## src/rtl/ibf_pkg.sv

```systemverilog
package ibf_pkg;
    localparam int HALF_W  = 16;
    localparam int WORD_W  = 32;
    localparam int IDX_W   = 3;
    localparam int BYTE_SH = 2;

    localparam logic [1:0] OFS_CTRL = 2'd0;
    localparam logic [1:0] OFS_BLO  = 2'd1;
    localparam logic [1:0] OFS_BHI  = 2'd2;

    localparam int CB_GO   = 0;
    localparam int CB_IE   = 1;
    localparam int CB_DONE = 2;
    localparam int CB_WIDE = 3;

    localparam logic [IDX_W-1:0] LAST_COMPACT = 3'd3;
    localparam logic [IDX_W-1:0] LAST_WIDE    = 3'd4;

    typedef enum logic {ST_IDLE, ST_FETCH} fetch_st_e;

    typedef struct packed {
        logic [HALF_W-1:0] mode;
        logic [WORD_W-1:0] rx_base;
        logic [HALF_W-1:0] rx_len;
        logic [WORD_W-1:0] tx_base;
        logic [HALF_W-1:0] tx_len;
    } ring_cfg_t;

    typedef struct packed {
        logic              ld;
        logic              wide;
        logic [IDX_W-1:0]  idx;
        logic [WORD_W-1:0] data;
    } word_ev_t;

    function automatic logic [IDX_W-1:0] last_index(input logic wide);
        return wide ? LAST_WIDE : LAST_COMPACT;
    endfunction
endpackage

```

## src/rtl/ibf_tick.sv

```systemverilog
module ibf_tick (
    input  logic clk,
    input  logic rst,
    output logic tick
);
    logic phase;
    always_ff @(posedge clk) begin
        if (rst) phase <= 1'b0;
        else     phase <= ~phase;
    end
    assign tick = phase;
endmodule

```

## src/rtl/ibf_regs.sv

```systemverilog
module ibf_regs
    import ibf_pkg::*;
(
    input  logic              clk,
    input  logic              rst,
    input  logic              host_we,
    input  logic [1:0]        host_addr,
    input  logic [HALF_W-1:0] host_wdata,
    output logic [HALF_W-1:0] host_rdata,
    input  logic              busy,
    input  logic              load_done,
    output logic              go,
    output logic              wide,
    output logic [WORD_W-1:0] base,
    output logic              done,
    output logic              irq
);
    logic [HALF_W-1:0] blo_q, bhi_q;
    logic              ie_q, wide_q, done_q;
    logic              wr_ctrl, clr_done;

    assign wr_ctrl  = host_we && (host_addr == OFS_CTRL);
    assign clr_done = wr_ctrl && host_wdata[CB_DONE];
    assign go       = wr_ctrl && host_wdata[CB_GO];

    always_ff @(posedge clk) begin
        if (rst) begin
            blo_q  <= '0;
            bhi_q  <= '0;
            ie_q   <= 1'b0;
            wide_q <= 1'b0;
            done_q <= 1'b0;
        end else begin
            if (host_we && host_addr == OFS_BLO) blo_q <= host_wdata;
            if (host_we && host_addr == OFS_BHI) bhi_q <= host_wdata;
            if (wr_ctrl) begin
                ie_q   <= host_wdata[CB_IE];
                wide_q <= host_wdata[CB_WIDE];
            end
            if (load_done)     done_q <= 1'b1;
            else if (clr_done) done_q <= 1'b0;
        end
    end

    always_comb begin
        host_rdata = '0;
        case (host_addr)
            OFS_CTRL: begin
                host_rdata[CB_GO]   = busy;
                host_rdata[CB_IE]   = ie_q;
                host_rdata[CB_DONE] = done_q;
                host_rdata[CB_WIDE] = wide_q;
            end
            OFS_BLO: host_rdata = blo_q;
            OFS_BHI: host_rdata = bhi_q;
            default: host_rdata = '0;
        endcase
    end

    assign wide = wide_q;
    assign base = {bhi_q, blo_q};
    assign done = done_q;
    assign irq  = done_q && ie_q;
endmodule

```

## src/rtl/ibf_fetch.sv

```systemverilog
module ibf_fetch
    import ibf_pkg::*;
(
    input  logic              clk,
    input  logic              rst,
    input  logic              tick,
    input  logic              go,
    input  logic              wide,
    input  logic [WORD_W-1:0] base,
    output logic              rd_req,
    output logic [WORD_W-1:0] rd_addr,
    input  logic              rd_ack,
    input  logic [WORD_W-1:0] rd_data,
    output logic              busy,
    output word_ev_t          ev,
    output logic              load_done
);
    fetch_st_e         state;
    logic              pend;
    logic              wide_q;
    logic [WORD_W-1:0] base_q;
    logic [IDX_W-1:0]  idx;
    logic              resp_vld;
    logic [WORD_W-1:0] resp_data;
    logic              last;

    assign busy    = pend || (state == ST_FETCH);
    assign rd_req  = (state == ST_FETCH) && !resp_vld;
    assign rd_addr = base_q + (WORD_W'(idx) << BYTE_SH);
    assign last    = (idx == last_index(wide_q));

    always_comb begin
        ev.ld   = tick && (state == ST_FETCH) && resp_vld;
        ev.wide = wide_q;
        ev.idx  = idx;
        ev.data = resp_data;
    end
    assign load_done = ev.ld && last;

    always_ff @(posedge clk) begin
        if (rst) begin
            state     <= ST_IDLE;
            pend      <= 1'b0;
            wide_q    <= 1'b0;
            base_q    <= '0;
            idx       <= '0;
            resp_vld  <= 1'b0;
            resp_data <= '0;
        end else begin
            if (go && !busy) pend <= 1'b1;
            if (rd_req && rd_ack) begin
                resp_vld  <= 1'b1;
                resp_data <= rd_data;
            end
            if (tick) begin
                case (state)
                    ST_IDLE: if (pend) begin
                        state  <= ST_FETCH;
                        pend   <= 1'b0;
                        base_q <= base;
                        wide_q <= wide;
                        idx    <= '0;
                    end
                    ST_FETCH: if (resp_vld) begin
                        resp_vld <= 1'b0;
                        idx      <= idx + 1'b1;
                        if (last) state <= ST_IDLE;
                    end
                    default: state <= ST_IDLE;
                endcase
            end
        end
    end
endmodule

```

## src/rtl/ibf_unpack.sv

```systemverilog
module ibf_unpack
    import ibf_pkg::*;
(
    input  logic      clk,
    input  logic      rst,
    input  word_ev_t  ev,
    output ring_cfg_t cfg
);
    logic [HALF_W-1:0] lo, hi;
    assign lo = ev.data[HALF_W-1:0];
    assign hi = ev.data[WORD_W-1:HALF_W];

    always_ff @(posedge clk) begin
        if (rst) begin
            cfg <= '0;
        end else if (ev.ld) begin
            if (ev.wide) begin
                case (ev.idx)
                    3'd0: cfg.mode    <= lo;
                    3'd1: cfg.rx_base <= ev.data;
                    3'd2: cfg.rx_len  <= lo;
                    3'd3: cfg.tx_base <= ev.data;
                    3'd4: cfg.tx_len  <= lo;
                    default: ;
                endcase
            end else begin
                case (ev.idx)
                    3'd0: begin
                        cfg.mode                 <= lo;
                        cfg.rx_base[HALF_W-1:0]  <= hi;
                    end
                    3'd1: begin
                        cfg.rx_base[WORD_W-1:HALF_W] <= lo;
                        cfg.rx_len                   <= hi;
                    end
                    3'd2: cfg.tx_base <= ev.data;
                    3'd3: cfg.tx_len  <= lo;
                    default: ;
                endcase
            end
        end
    end
endmodule

```

## src/rtl/ibf_seq.sv

```systemverilog
module ibf_seq
    import ibf_pkg::*;
(
    input  logic              clk,
    input  logic              rst,
    input  logic              host_we,
    input  logic [1:0]        host_addr,
    input  logic [HALF_W-1:0] host_wdata,
    output logic [HALF_W-1:0] host_rdata,
    output logic              rd_req,
    output logic [WORD_W-1:0] rd_addr,
    input  logic              rd_ack,
    input  logic [WORD_W-1:0] rd_data,
    output logic              init_done,
    output logic              irq,
    output logic [HALF_W-1:0] cfg_mode,
    output logic [WORD_W-1:0] rx_ring_base,
    output logic [HALF_W-1:0] rx_ring_len,
    output logic [WORD_W-1:0] tx_ring_base,
    output logic [HALF_W-1:0] tx_ring_len
);
    logic              tick, busy, load_done, go, wide;
    logic [WORD_W-1:0] base;
    word_ev_t          ev;
    ring_cfg_t         cfg;

    ibf_tick u_tick (.clk(clk), .rst(rst), .tick(tick));

    ibf_regs u_regs (
        .clk(clk), .rst(rst), .host_we(host_we), .host_addr(host_addr),
        .host_wdata(host_wdata), .host_rdata(host_rdata), .busy(busy),
        .load_done(load_done), .go(go), .wide(wide), .base(base),
        .done(init_done), .irq(irq)
    );

    ibf_fetch u_fetch (
        .clk(clk), .rst(rst), .tick(tick), .go(go), .wide(wide), .base(base),
        .rd_req(rd_req), .rd_addr(rd_addr), .rd_ack(rd_ack), .rd_data(rd_data),
        .busy(busy), .ev(ev), .load_done(load_done)
    );

    ibf_unpack u_unpack (.clk(clk), .rst(rst), .ev(ev), .cfg(cfg));

    assign cfg_mode     = cfg.mode;
    assign rx_ring_base = cfg.rx_base;
    assign rx_ring_len  = cfg.rx_len;
    assign tx_ring_base = cfg.tx_base;
    assign tx_ring_len  = cfg.tx_len;
endmodule

```

## config.mk

```make
export PLATFORM = sky130hd
export DESIGN_NAME = ibf_seq
export DESIGN_NICKNAME = d
export VERILOG_FILES = /design/src/rtl/ibf_pkg.sv /design/src/rtl/ibf_tick.sv /design/src/rtl/ibf_regs.sv /design/src/rtl/ibf_fetch.sv /design/src/rtl/ibf_unpack.sv /design/src/rtl/ibf_seq.sv
export SDC_FILE = /design/constraint.sdc
export NUM_CORES = 1
export LEC_CHECK = 0
export ABC_AREA = 1
export ABC_CLOCK_PERIOD_IN_PS = 2640
export CORE_ASPECT_RATIO = 2
export CORE_MARGIN = 5
export CORE_UTILIZATION = 45
export CTS_BUF_LIST = sky130_fd_sc_hd__clkbuf_4 sky130_fd_sc_hd__clkbuf_8
export CTS_CLUSTER_SIZE = 40
export DETAILED_ROUTE_END_ITERATION = 10
export DONT_BUFFER_PORTS = 1
export SETUP_SLACK_MARGIN = 0.05
export SLEW_MARGIN = 20
export SYNTH_ARGS = -nofsm -noshare
export SYNTH_HDL_FRONTEND = slang
export SYNTH_SLANG_ARGS = --single-unit
```

## constraint.sdc

```tcl
create_clock -name clk -period 2.64 [get_ports clk]
set_input_delay 0.66 -clock clk [delete_from_list [all_inputs] [get_ports clk]]
set_output_delay 0.66 -clock clk [all_outputs]
set_load 0.005 [all_outputs]
```

Word level (Yosys, flattened, before mapping)
Cells that the tools add are included.
- flip-flop bits (word level): 219
- latch bits: 0
- RAM bits: 0
- ROM bits: 0
- input bits: 54
- word-level logic and storage cells: 96
- memories: 0
- $add $sub $neg: 2
- multipliers: 0
- divide/modulo/power cells: 0
- magnitude comparators: 0
- equality and inequality tests: 13
- shift operators: 0
- mux-type cells: 31
- bitwise operators: 2
- reductions and logical operators: 29
- operators by type and width (kind ; number):
    2-to-1 mux 16 bit ; 7
    2-to-1 mux 32 bit ; 3
    2-to-1 mux 96 bit ; 1
    adder 32 x 5 -> 32 bit ; 1
    one-hot mux 12 bit (2 select lines) ; 1
    AND reduction 3 bit ; 6
    2-to-1 mux 1 bit ; 13
    logical AND 1 bit ; 12
    one-hot mux 4 bit (3 select lines) ; 1
    != test 2 x 1 -> 1 bit, second input constant ; 5
    nonzero test 2 bit ; 5
    2-to-1 mux 3 bit ; 3
    equality test 3 x 2 -> 1 bit, second input constant ; 2
    one-hot mux 3 bit (2 select lines) ; 1
    adder 3 x 1 -> 3 bit, second input constant ; 1
    equality test 3 x 1 -> 1 bit, second input constant ; 1
    equality test 3 bit ; 1
    equality test 3 bit, second input constant ; 1
    zero test 3 bit ; 1
    equality test 2 x 1 -> 1 bit, second input constant ; 1
    equality test 2 bit, second input constant ; 1
    zero test 1 bit ; 2
    zero test 2 bit ; 1
    != test 2 bit, second input constant ; 1
    4 further kinds ; 5

Depth between registers and ports, before layout
Gate-level depths: netlist of run 1.
- word-level depth: 8
- mapped depth: 11
- depth with buffers taken out: 11

Cells and area by module
A second synthesis of run 1 with hierarchy kept.
- cell total of the unflattened synthesis: 1477
- area, all modules: 9955.8 um^2
- modules (own cells, without submodules) (module ; times used ; cells an instance ; area an instance (um^2)):
    ibf_unpack ; 1 ; 727 ; 4849.7
    ibf_fetch ; 1 ; 516 ; 3464.6
    ibf_regs ; 1 ; 232 ; 1617.8
    ibf_tick ; 1 ; 2 ; 23.8

Worst setup path before layout of run 1
Ideal clock, no wire load.
- path kind: register to output
- start: reg u_fetch.idx[0]
- end: out rd_addr[12]
- data arrival time: 1.807 ns
- slack: 0.173 ns
- cell stages (with the launch flop): 10
- cell sequence: dfxtp_1 > ha_1 > inv_1 > fa_1 > inv_1 > nand3_1 > nand2_1 > nand2_1 > nor2_1 > xor2_1
- cells in the longest elaborated chain, start to end: 1
- ends and longest elaborated chain (what ; RTL line ; source):
    start, declared ; ibf_fetch.sv:22 ; logic [IDX_W-1:0] idx;
    start signal, assigned ; ibf_fetch.sv:66 ; idx <= idx + 1'b1;
    adder 32 x 5 -> 32 bit ; ibf_fetch.sv:29 ; assign rd_addr = base_q + (WORD_W'(idx) << BYTE_SH);
    end, declared ; ibf_seq.sv:11 ; output logic [WORD_W-1:0] rd_addr,
No other way between the ends.

Final worst setup path of run 1
- start: reg u_fetch.base_q[2]
- end: out rd_addr[16]
- cells in the longest elaborated chain, start to end: 1
- ends and longest elaborated chain (what ; RTL line ; source):
    start, declared ; ibf_fetch.sv:21 ; logic [WORD_W-1:0] base_q;
    start signal, assigned ; ibf_fetch.sv:60 ; base_q <= base;
    adder 32 x 5 -> 32 bit ; ibf_fetch.sv:29 ;
No other way between the ends.

==> results.md, run 1 <==
* Status: finished with violations
* Violated checks: negative setup slack
* TritonRoute pass-1 iters at 5
* Post-Syn Instances at between 1,000 and 1,500
* Critical Path RT at 1.98 ns
* Vias in the first global route at ~8,500
* WHS at between 0.15 and 0.2 ns
* Ports at between 200 and 250
* Final-layout fill cell count at 2,183
* Seq cells post-synth at roughly 220
* Fraction of registers with async set/reset at 0%
* Placed Instances at 1,555
* Root buf cell: clkbuf_8
* Clock Pin Slew Worst Setup and Hold Paths at about 0.070 ns
* GRT Overall Usage at 27.1%
* Count leader, synth: nand2_1
* Startpoint Class: flop
* Hold_buf cts at 0
* Top cells by area, synth: dfxtp_1 (46%), nand2_1 (12%), nor2_1 (8.4%), a21oi_1 (8.0%), o21ai_0 (6.7%)
* Nets at ~1,400
* CP Cell Sequence: ha_4 -> inv_2 -> fa_2 -> inv_2 -> nand3_4 -> nand2_4 -> nand2_4 -> nor2_4 -> xor2_1 -> buf_4
* CP peak stage delay at 0.36 ns
* Placed cell area at roughly 0.0097 mm2
* Worst r2r path cells at 10
* Routed length on met2 at approximately 18 mm
* Post-synth EDFFs at 0
* Leak pwr at between 4 and 5 nW
* RR Endpoint: u_unpack.cfg[73]$_SDFFE_PP0P_
* Detailed-route via count at 8,867
* Via density at 5.49
* GP Congestion at ~0.96
* Hold path startpoint: rst
* CTS tree: built
* Synth cell types at 31
* Maximum clock rate at 350 MHz
* Initial DRC count at about 660
* Max Slew Vio Count at 0
* Syn Nets at 1,417
* Worst vdd ir at around 410 uV
* Worst-case clock buffer depth at 3
* Worst setup path category: reg -> out
* CP endpoint: rd_addr[16]
* Unrepaired setup endpoints after global routing: yes
* Final ANT Viol Nets at 0
* Setup total negative slack at -1.95 ns
* Core Area at around 0.021 mm2
* Reported max-cap violation count at 0
* Worst Path Max Fanout at 3
* Share of the synthesized area in the top cell type at between 40% and 50%
* Clk_lat worst skew at 0.59 ns
* Clock skew at 0.0262 ns
* Final instance area at 0.0108 mm2
* Synth Warn # at 0
* Fraction of final layout cells sized beyond drive strength 1 at 12.8%
* Largest net degree at the start of global routing at 100
* TritonCTS Buffers at 31
* Met3 routed WL at around 1.7 mm
* Relative slew slack at between 50% and 60%
* DIE HEIGHT at 216 um
* Clock Sinks at 219
* First-pass GRT wire length at just over 50 mm
* Reg2reg setup slack at 0.70 ns
* Most used DFF post-synth: dfxtp_1
* Mean Syn Cell Area at 7.09 um2
* Final setup fails at 18
* Arrival time worst endpoint at 2.20 ns
* Final min period at around 2.9 ns
* Critical Path Source: u_fetch.base_q[2]$_SDFFE_PP0P_
* PD cells at 587 mW/mm2
* Die Wd at between 100 and 150 um
* Area Growth Syn to Fin at 12.3%
* Slew of the pin with the lowest slew margin at ~0.7 ns
* Fin crit share at 108%
* Synth Cell Area at approximately 0.0096 mm2
* PortBufs at 0
* DIE AREA at 0.0245 mm2
* Critical-path top delay cell: fa_2
* Initial antenna violation count at 1
* Hpwl dp at 25.4 mm
* R2R Path Start: u_fetch.idx[0]$_SDFFE_PP0P_
* Gr ovfl total at 0
* Part of the Yosys area used for sequential elements at 45.8%
* Post-synth top area cell: dfxtp_1
* Final WS setup at -0.217 ns
* Initial Utilization at a little under half
* Non-filler instance count after layout at about 1,600
* WL final at 34.2 mm
* DR DRC count at 0
* Final hold violation count at 0
* Average wire per standard cell at between 20 and 25 um
* Hold WC Path Type: in -> reg
* Worst Setup End Kind: output port
* DR top layer: met4
* FP Rows at 75
* Power Total at approximately 6.3 mW
* WL met1 at around 11 mm
* H-tree depth at 1
* Most common library cells after synthesis: nand2_1 (299), dfxtp_1 (219), nor2_1 (215), a21oi_1 (153), o21ai_0 (129)
## power by group
part	leakage (nW)	internal (mW)	switching, mW
logic	1.95	0.0781	0.172
clock network	0.331	1.39	1.28
registers	1.78	3.35	0.0498
total	4.06	4.81	1.50
## layer usage
metal | vias to the layer above | track usage (%)
li1 | 4368 | -
met1 | 4079 | 25.6
met2 | 311 | 51.2
met3 | 109 | 4.91
met4 | 0 | 19.0
met5 | - | 0
## registers in the layout, indices dropped and copies added (netlist names)
| name | flops |
|---|---|
| u_unpack.cfg | 112 |
| u_fetch.base_q | 32 |
| u_fetch.resp_data | 32 |
| u_regs.bhi_q | 16 |
| u_regs.blo_q | 16 |
| u_fetch.idx | 3 |
| u_fetch.pend | 1 |
| u_fetch.resp_vld | 1 |
| u_fetch.state | 1 |
| u_fetch.wide_q | 1 |
| u_regs.done | 1 |
| u_regs.ie_q | 1 |
| u_regs.wide | 1 |
| u_tick.tick | 1 |
## logic make-up after synthesis
kind of cell | synth area share (%)
buffers and inverters | 6.99
AOI/OAI and AO/OA | 16.5
DFF | 45.8
adders and majority gates | 1.78
xor gates and xnor gates | 1.19
and+or+nand+nor | 27.8
## how the worst min path moves through the flow
stage	slack [ns]	cells after the start	end
floorplan	0.44	1	u_tick.tick$_SDFF_PP0_
global placement	0.45	1	u_tick.tick$_SDFF_PP0_
detailed placement	0.46	1	u_tick.tick$_SDFF_PP0_
CTS	0.1	1	u_fetch.idx[2]$_SDFFE_PP0P_
global route	0.12	1	u_unpack.cfg[21]$_SDFFE_PP0P_
finish	0.15	1	u_unpack.cfg[21]$_SDFFE_PP0P_
## layout make-up
type | count | area, um2 | share of cell area [%]
multi-input cells | 983 | 4850 | 45.1
flip-flops and latches | 219 | 4410 | 41.0
clock buffers | 47 | 578 | 5.38
well taps | 269 | 337 | 3.13
repair buffers | 37 | 327 | 3.04
inverters | 55 | 210 | 1.96
clock inverters | 5 | 31.3 | 0.291
diodes | 1 | 2.50 | 0.0233
## per-stage QoR
step           worst slack (ns)  util [%]
6_report                 -0.217      51.1
4_1_cts                  -0.269      50.0
2_1_floorplan             0.173         -
5_1_grt                  -0.320      51.1
3_5_place_dp             0.0669      46.2
3_3_place_gp              0.110      46.2
## worst max-delay path: cells and delay by family, from the launching register on
kind | cells | cell delay, ns
adders and majority gates | 2 | 0.50
buffers and inverters | 3 | 0.26
xor gates and xnor gates | 1 | 0.17
and+or+nand+nor | 4 | 0.35
DFF | 1 | 0.35
## layout by cell type, fill, tap and decap left out, types with 2 or more instances in the layout
cell and instances:
nand2_1 281, nor2_1 205, dfxtp_1 202, a21oi_1 153, o21ai_0 128, nand3_1 101
inv_1 44, clkbuf_8 36, buf_4 31, a31oi_1 18, dfxtp_2 14, nand2_2 12
nand3b_1 12, clkbuf_4 11, ha_1 9, nor2_4 8, nand2_4 8, o21ai_1 8
inv_2 7, nor2_2 6, nand3_2 5, xor2_2 5, clkinv_2 5, nand3_4 4
xor2_1 4, nand4_1 3, ha_4 3, buf_6 3, buf_12 3, dfxtp_4 3
clkinv_1 2, xnor2_1 2, xnor2_4 2
## timing repair
action,CTS,global route
pin swaps,12,22
buffers inserted,2,6
resized for setup,47,49
setup endpoints to repair,26,27
Note: power is estimated with default switching activity, not from simulation.
==> run 2, diff against run 1 <==
ABC_CLOCK_PERIOD_IN_PS = 3000   (was 2640)
CORE_UTILIZATION = 29   (was 45)
clock period = 3 ns   (was 2.64 ns; I/O delays follow)
==> results.md, run 2 (synthesis gave the netlist of run 1 again) <==
* Unrepaired setup endpoints after global routing: yes
* First-pass GRT wire length at 54.9 mm (+7.4%)
* FP Rows at 94 (+25%)
* Clock Pin Slew Worst Setup and Hold Paths at 0.07 ns (about the same)
* Worst vdd ir at 428 uV (+4.7%)
* Maximum clock rate at between 300 and 400 MHz
* Regs by FF count: u_unpack.cfg (112), u_fetch.base_q (32), u_fetch.resp_data (32)
* Root buf cell: clkbuf_8
* CP peak stage delay at 0.36 ns (about the same)
* TritonCTS Buffers at 34 (+9.7%)
* DR DRC count at 0 (unchanged)
* Vias in the first global route at 8,798 (+3.0%)
* Clock Power Share at 45.9% (+3.6 points)
* Nets at 1,385 (-0.65%)
* Power Total at 5.94 mW (-6.0%)
* Non-filler instance count after layout at 1,777 (+10%)
* Critical Path RT at 2.25 ns (+0.27 ns)
* Average wire per standard cell at 21.1 um (-0.51%)
* GRT Overall Usage at 19.6% (-7.6 points)
* TritonRoute pass-1 iters at 5 (unchanged)
* Ports at 217 (unchanged)
* Clock Sinks at 219 (unchanged)
* Max Slew Vio Count at 0 (unchanged)
* Final setup fails at 0 (-18)
* Hold_buf cts at 0 (unchanged)
* H-tree depth at 2 (+1)
* Worst-case clock buffer depth at 3 (unchanged)
* Setup total negative slack at 0 ns (+1.95 ns)
* Reg area at 0.00439 mm2 (-0.45%)
* Max reg flops at 112 (unchanged)
* Reported max-cap violation count at 0 (unchanged)
* DIE AREA at 0.0370 mm2 (+51%)
* Reg power frac at 50.4% (-3.4 points)
* Final min period at approximately 2.9 ns
* Worst Path Max Fanout at 4 (+1)
* Commonest non-fill, non-tap cell in the layout: nand2_1
* GP Congestion at 0.921 (-4.0%)
* Leak pwr at 3.94 nW (-2.8%)
* Final-layout fill cell count at 3,514 (+61%)
* Worst Setup End Kind: output port
* Startpoint Class: flop
* Fin crit share at a little over nine tenths
* Die Wd at 138 um (+22%)
* Core Util, Final at 32.7% (-18 points)
* Fraction of final layout cells sized beyond drive strength 1 at 8.95% (-3.8 points)
* Largest net degree at the start of global routing at 96 (-4.0%)
* Final hold violation count at 0 (unchanged)
* Clock skew at 0.0427 ns (+0.0165 ns)
* Detailed-route via count at 8,984 (+1.3%)
* Initial Utilization at 29.2% (-16 points)
* Largest Register: u_unpack.cfg
* Area Growth Syn to Fin at 12.1%
* Initial DRC count at 521 (-21%)
* PortBufs at 0 (unchanged)
* CTS tree: built
* Gr ovfl total at 0 (unchanged)
* PD cells at 553 mW/mm2 (-5.8%)
* Arrival time worst endpoint at 2.11 ns (-0.09 ns)
* Int Power at 4.50 mW (-6.6%)
* Worst path most repeated cell: nand2_1
* Initial antenna violation count at 4 (+3)
* DIE HEIGHT at 267 um (+23%)
* Placed Instances at 1,710 (+10%)
* Logic pwr share at 3.6% (-0.4 points)
* Hold WC Path Type: in -> reg
* Slew of the pin with the lowest slew margin at 0.863 ns (+0.143 ns)
* Multi-input gate area at 0.00463 mm2 (-4.6%)
* Commonest cells after routing, fill and taps aside: nand2_1 (295), dfxtp_1 (216), nor2_1 (212)
* Via density at 5.06 (-7.9%)
* CP Cell Sequence: ha_4 -> inv_2 -> fa_2 -> inv_2 -> nand3_4 -> nand2_4 -> nand2_8 -> nor2_4 -> nand2_1 -> nand2_1 -> nand2_1
* Worst setup path category: reg -> out
* Core Area at 0.0328 mm2 (+56%)
* Clk_lat worst skew at 0.55 ns (-0.04 ns)
* WL final at 37.4 mm (+9.4%)
* Final ANT Viol Nets at 0 (unchanged)
* Relative slew slack at 41.8% (-9.9 points)
* Net Switching at 1.44 mW (-3.8%)
* Hpwl dp at 28.1 mm (+11%)
* Status: finished, final reports clean
* Sw Share at 24.3% (+0.53 points)
* Critical-path top delay cell: dfxtp_2
==> run 2: worst paths after layout <==
kind / startpoint / endpoint / slack [ns] / cells past startpoint
max reg2reg: u_fetch.idx[0]$_SDFFE_PP0P_ / u_unpack.cfg[20]$_SDFFE_PP0P_ / 1.02 / 8
min: rst / u_unpack.cfg[29]$_SDFFE_PP0P_ / 0.29 / 1
max: u_fetch.base_q[2]$_SDFFE_PP0P_ / rd_addr[28] / 0.14 / 11
min reg2reg: u_fetch.base_q[31]$_SDFFE_PP0P_ / u_fetch.base_q[31]$_SDFFE_PP0P_ / 0.47 / 2
==> run 2: power groups by stage <==
stage | Clock, mW | Sequential, mW | Combinational [mW]
after floorplan | 0 | 3.03 | 0.170
after global placement | 0 | 3.06 | 0.213
after detailed placement | 0 | 3.06 | 0.215
after CTS | 2.80 | 3.00 | 0.217
after global routing | 2.92 | 3.00 | 0.243
final | 2.73 | 3.00 | 0.216
==> run 2: routing by layer <==
metal | up-vias | global-route usage [%] | wire [um]
met5 | - | 0 | 0
met4 | 0 | 16.3 | 3530
met3 | 137 | 4.27 | 2070
met2 | 316 | 36.9 | 20000
met1 | 4162 | 17.5 | 11800
li1 | 4369 | - | -
==> run 2: metrics by stage <==
stage	instance area (um2)	setup slack, ns	hold WS (ns)
global placement	9850	0.220	0.448
CTS	10700	0.0568	0.237
detailed placement	9850	0.141	0.462
floorplan	9570	0.443	0.437
global route	10700	0.0213	0.253
finish	10700	0.138	0.285
==> run 2: timing repair <==
item,in CTS,in global routing
setup buffers,4,0
endpoints found under the setup margin,14,15
pin swaps,6,4
resized for setup,22,9
==> run 2: worst max-delay path: cells and delay by family, from the launching register on <==
kind	cells	cell delay [ns]
adder cells (fa/ha/maj)	2	0.48
buffers and inverters	2	0.12
flip-flops	1	0.36
AND/OR/NAND/NOR	7	0.63
==> run 2: area by class of cell <==
class | instances | area share, %
antenna | 4 | 0.0932
clock buffer | 51 | 6.07
inverter | 55 | 1.96
tap | 432 | 5.03
clock inverter | 8 | 0.699
sequential | 219 | 40.9
multi-input combinational | 983 | 43.1
timing repair buffer | 25 | 2.10
==> run 3, diff against run 2 <==
CELL_PAD_IN_SITES_DETAIL_PLACEMENT = 1   (was default)
CELL_PAD_IN_SITES_GLOBAL_PLACEMENT = 2   (was default)
PLACE_DENSITY_LB_ADDON = 0.1   (was default)
==> results.md, run 3 (synthesis gave the netlist of run 1 again) <==
* Via density at 4.98 (-1.5%)
* Relative slew slack at 45.0% (+3.2 points)
* R2R Path Start: u_fetch.idx[0]$_SDFFE_PP0P_
* Gr ovfl total at 0 (unchanged)
* Grt peak-use layer: met2
* Detailed-route via count at 8,891 (-1.0%)
* GR Layer Usage met2 at 44.0% (+7.2 points)
* Regs by FF count: u_unpack.cfg (112), u_fetch.base_q (32), u_fetch.resp_data (32)
* Core Util, Final at 32.9% (+0.20 points)
* DIE HEIGHT at 267 um (unchanged)
* GRT met1 Usage at 18.4% (+0.92 points)
* Average wire per standard cell at 22.7 um (+7.6%)
* Clock Pin Slew Worst Setup and Hold Paths at 0.06 ns (about the same)
* H-tree depth at 2 (unchanged)
* Final instance area at 0.0108 mm2 (+0.62%)
* Largest Register: u_unpack.cfg
* Fin crit share at 96.3% (+0.90 points)
* Worst r2r path cells at 8 (unchanged)
* Hpwl dp at 30.8 mm (+9.6%)
* DIE AREA at 0.0370 mm2 (unchanged)
* Hold Crit Depth at 1 (unchanged)
* Slew of the pin with the lowest slew margin at 0.816 ns (-0.0475 ns)
* First-pass GRT wire length at 59.4 mm (+8.3%)
* Area Growth Syn to Fin at 12.8%
* M3 GR Usage at 4.66% (+0.39 points)
* Reported max-cap violation count at 0 (unchanged)
* Power Total at 5.92 mW (-0.29%)
* Startpoint Class: flop
* Hold EP: u_fetch.idx[1]$_SDFFE_PP0P_
* Max Slew Vio Count at 0 (unchanged)
* Status: finished, final reports clean
* WL final at 40.5 mm (+8.1%)
* Final hold violation count at 0 (unchanged)
* Final min period at 2.89 ns (+0.0271 ns)
* RR Endpoint: u_unpack.cfg[32]$_SDFFE_PP0P_
* Hold WC Path Type: in -> reg
* Root buf cell: clkbuf_8
* Clock skew at 0.0236 ns (-0.0191 ns)
* GRT Overall Usage at 21.2% (+1.6 points)
* Initial Utilization at 29.2% (unchanged)
* WHS at 0.299 ns (+0.0132 ns)
* Unrepaired setup endpoints after global routing: yes
* Leak pwr at 4.00 nW (+1.4%)
* Final setup fails at 0 (unchanged)
* Arrival time worst endpoint at 2.14 ns (+0.03 ns)
* Placed cell area at 0.00989 mm2 (+0.39%)
* Worst-case clock buffer depth at 3 (unchanged)
* Ports at 217 (unchanged)
* Commonest non-fill, non-tap cell in the layout: nand2_1
* CTS tree: built
* Maximum clock rate at 346 MHz (-0.94%)
* PortBufs at 0 (unchanged)
* Vias in the first global route at 9,314 (+5.9%)
* Clk_lat worst skew at 0.55 ns (about the same)
* Initial antenna violation count at 2 (-2)
* Non-filler instance count after layout at 1,786 (+0.51%)
* Worst vdd ir at 333 uV (-22%)
* Initial DRC count at 322 (-38%)
* TritonCTS Buffers at 36 (+5.9%)
* Max reg flops at 112 (unchanged)
* PD cells at 548 mW/mm2 (-0.90%)
* Die Wd at 138 um (unchanged)
* Clock Sinks at 219 (unchanged)
* Critical Path RT at 2.25 ns (about the same)
* DR DRC count at 0 (unchanged)
* Hold path startpoint: rst
* Reg2reg setup slack at 1.00 ns (-0.02 ns)
* Worst Path Max Fanout at 3 (-1)
* Final-layout fill cell count at 4,077 (+16%)
* Core Area at 0.0328 mm2 (unchanged)
* Worst Setup End Kind: output port
* GP Congestion at 0.870 (-5.5%)
* FP Rows at 94 (unchanged)
* TritonRoute pass-1 iters at 4 (-1)
* Placed Instances at 1,715 (+0.29%)
* Fraction of final layout cells sized beyond drive strength 1 at 10.1% (+1.1 points)
* Worst setup path category: reg -> out
* Nets at 1,395 (+0.72%)
* Hold_buf cts at 0 (unchanged)
* Commonest cells after routing, fill and taps aside: nand2_1 (294), dfxtp_1 (214), nor2_1 (211)
* Largest net degree at the start of global routing at 101 (+5.2%)
* Final ANT Viol Nets at 0 (unchanged)
-- run 3: cell types whose count changed in the layout (fill, tap and decap cells not counted), moves of 2 or more --
cell	before	now
buf_4	22	27
buf_6	0	3
clkbuf_4	8	13
dfxtp_1	216	214
dfxtp_2	1	3
diode_2	4	2
inv_1	44	42
inv_4	1	3
inv_6	2	0
-- run 3: where the power goes --
part	switching [mW]	internal (mW)	total [mW]
clock network	1.24	1.46	2.70
registers	0.0441	2.94	2.99
logic	0.161	0.0691	0.231
-- run 3: worst max-delay path by stage --
stage,startpoint,end,slack (ns),cells past startpoint
6_report,u_fetch.idx[0]$_SDFFE_PP0P_,rd_addr[20],0.11,12
5_1_grt,u_fetch.idx[0]$_SDFFE_PP0P_,rd_addr[20],-0.03,12
4_1_cts,u_fetch.base_q[2]$_SDFFE_PP0P_,rd_addr[20],0.01,12
3_5_place_dp,u_fetch.idx[0]$_SDFFE_PP0P_,rd_addr[20],0.17,12
3_3_place_gp,u_fetch.idx[0]$_SDFFE_PP0P_,rd_addr[20],0.22,12
2_1_floorplan,u_fetch.idx[0]$_SDFFE_PP0P_,rd_addr[12],0.44,9
-- run 3: per-layer routing --
layer	part of all wire [%]	routed length, um	vias to the layer above
met1	32	13000	4202
met5	0	0	-
met3	5.1	2060	85
met4	4.9	2000	0
met2	58	23400	219
li1	-	-	4385
-- run 3: what timing repair did --
item,in CTS,in global routing
pin swaps,5,8
gates resized for setup,23,17
setup endpoints to repair,18,23
setup buffers,5,2
-- run 3: final cells by class --
type / instances / area (um2) / area share, %
tap: 432 / 541 / 5.00
clock inverter: 6 / 35.0 / 0.324
clock buffer: 56 / 689 / 6.38
timing repair buffer: 33 / 297 / 2.75
multi-input combinational: 983 / 4630 / 42.8
sequential: 219 / 4400 / 40.7
antenna: 2 / 5.00 / 0.0463
inverter: 55 / 214 / 1.98
-- run 3: worst max-delay path: stages (launching register included) --
cell and delay (ns):
dfxtp_4 0.36, ha_4 0.14, inv_2 0.04, fa_2 0.34
inv_2 0.08, nand3_4 0.07, nand2_4 0.09, nand2_4 0.08
nor2_4 0.09, buf_6 0.12, nand2_1 0.05, nand2_1 0.08
nand2_1 0.07
-- run 3: through the flow --
stage               TNS (ns)  worst slack (ns)
floorplan                  0             0.443
global placement           0             0.221
detailed placement         0             0.172
CTS                        0            0.0135
global route         -0.0275           -0.0275
finish                     0             0.110
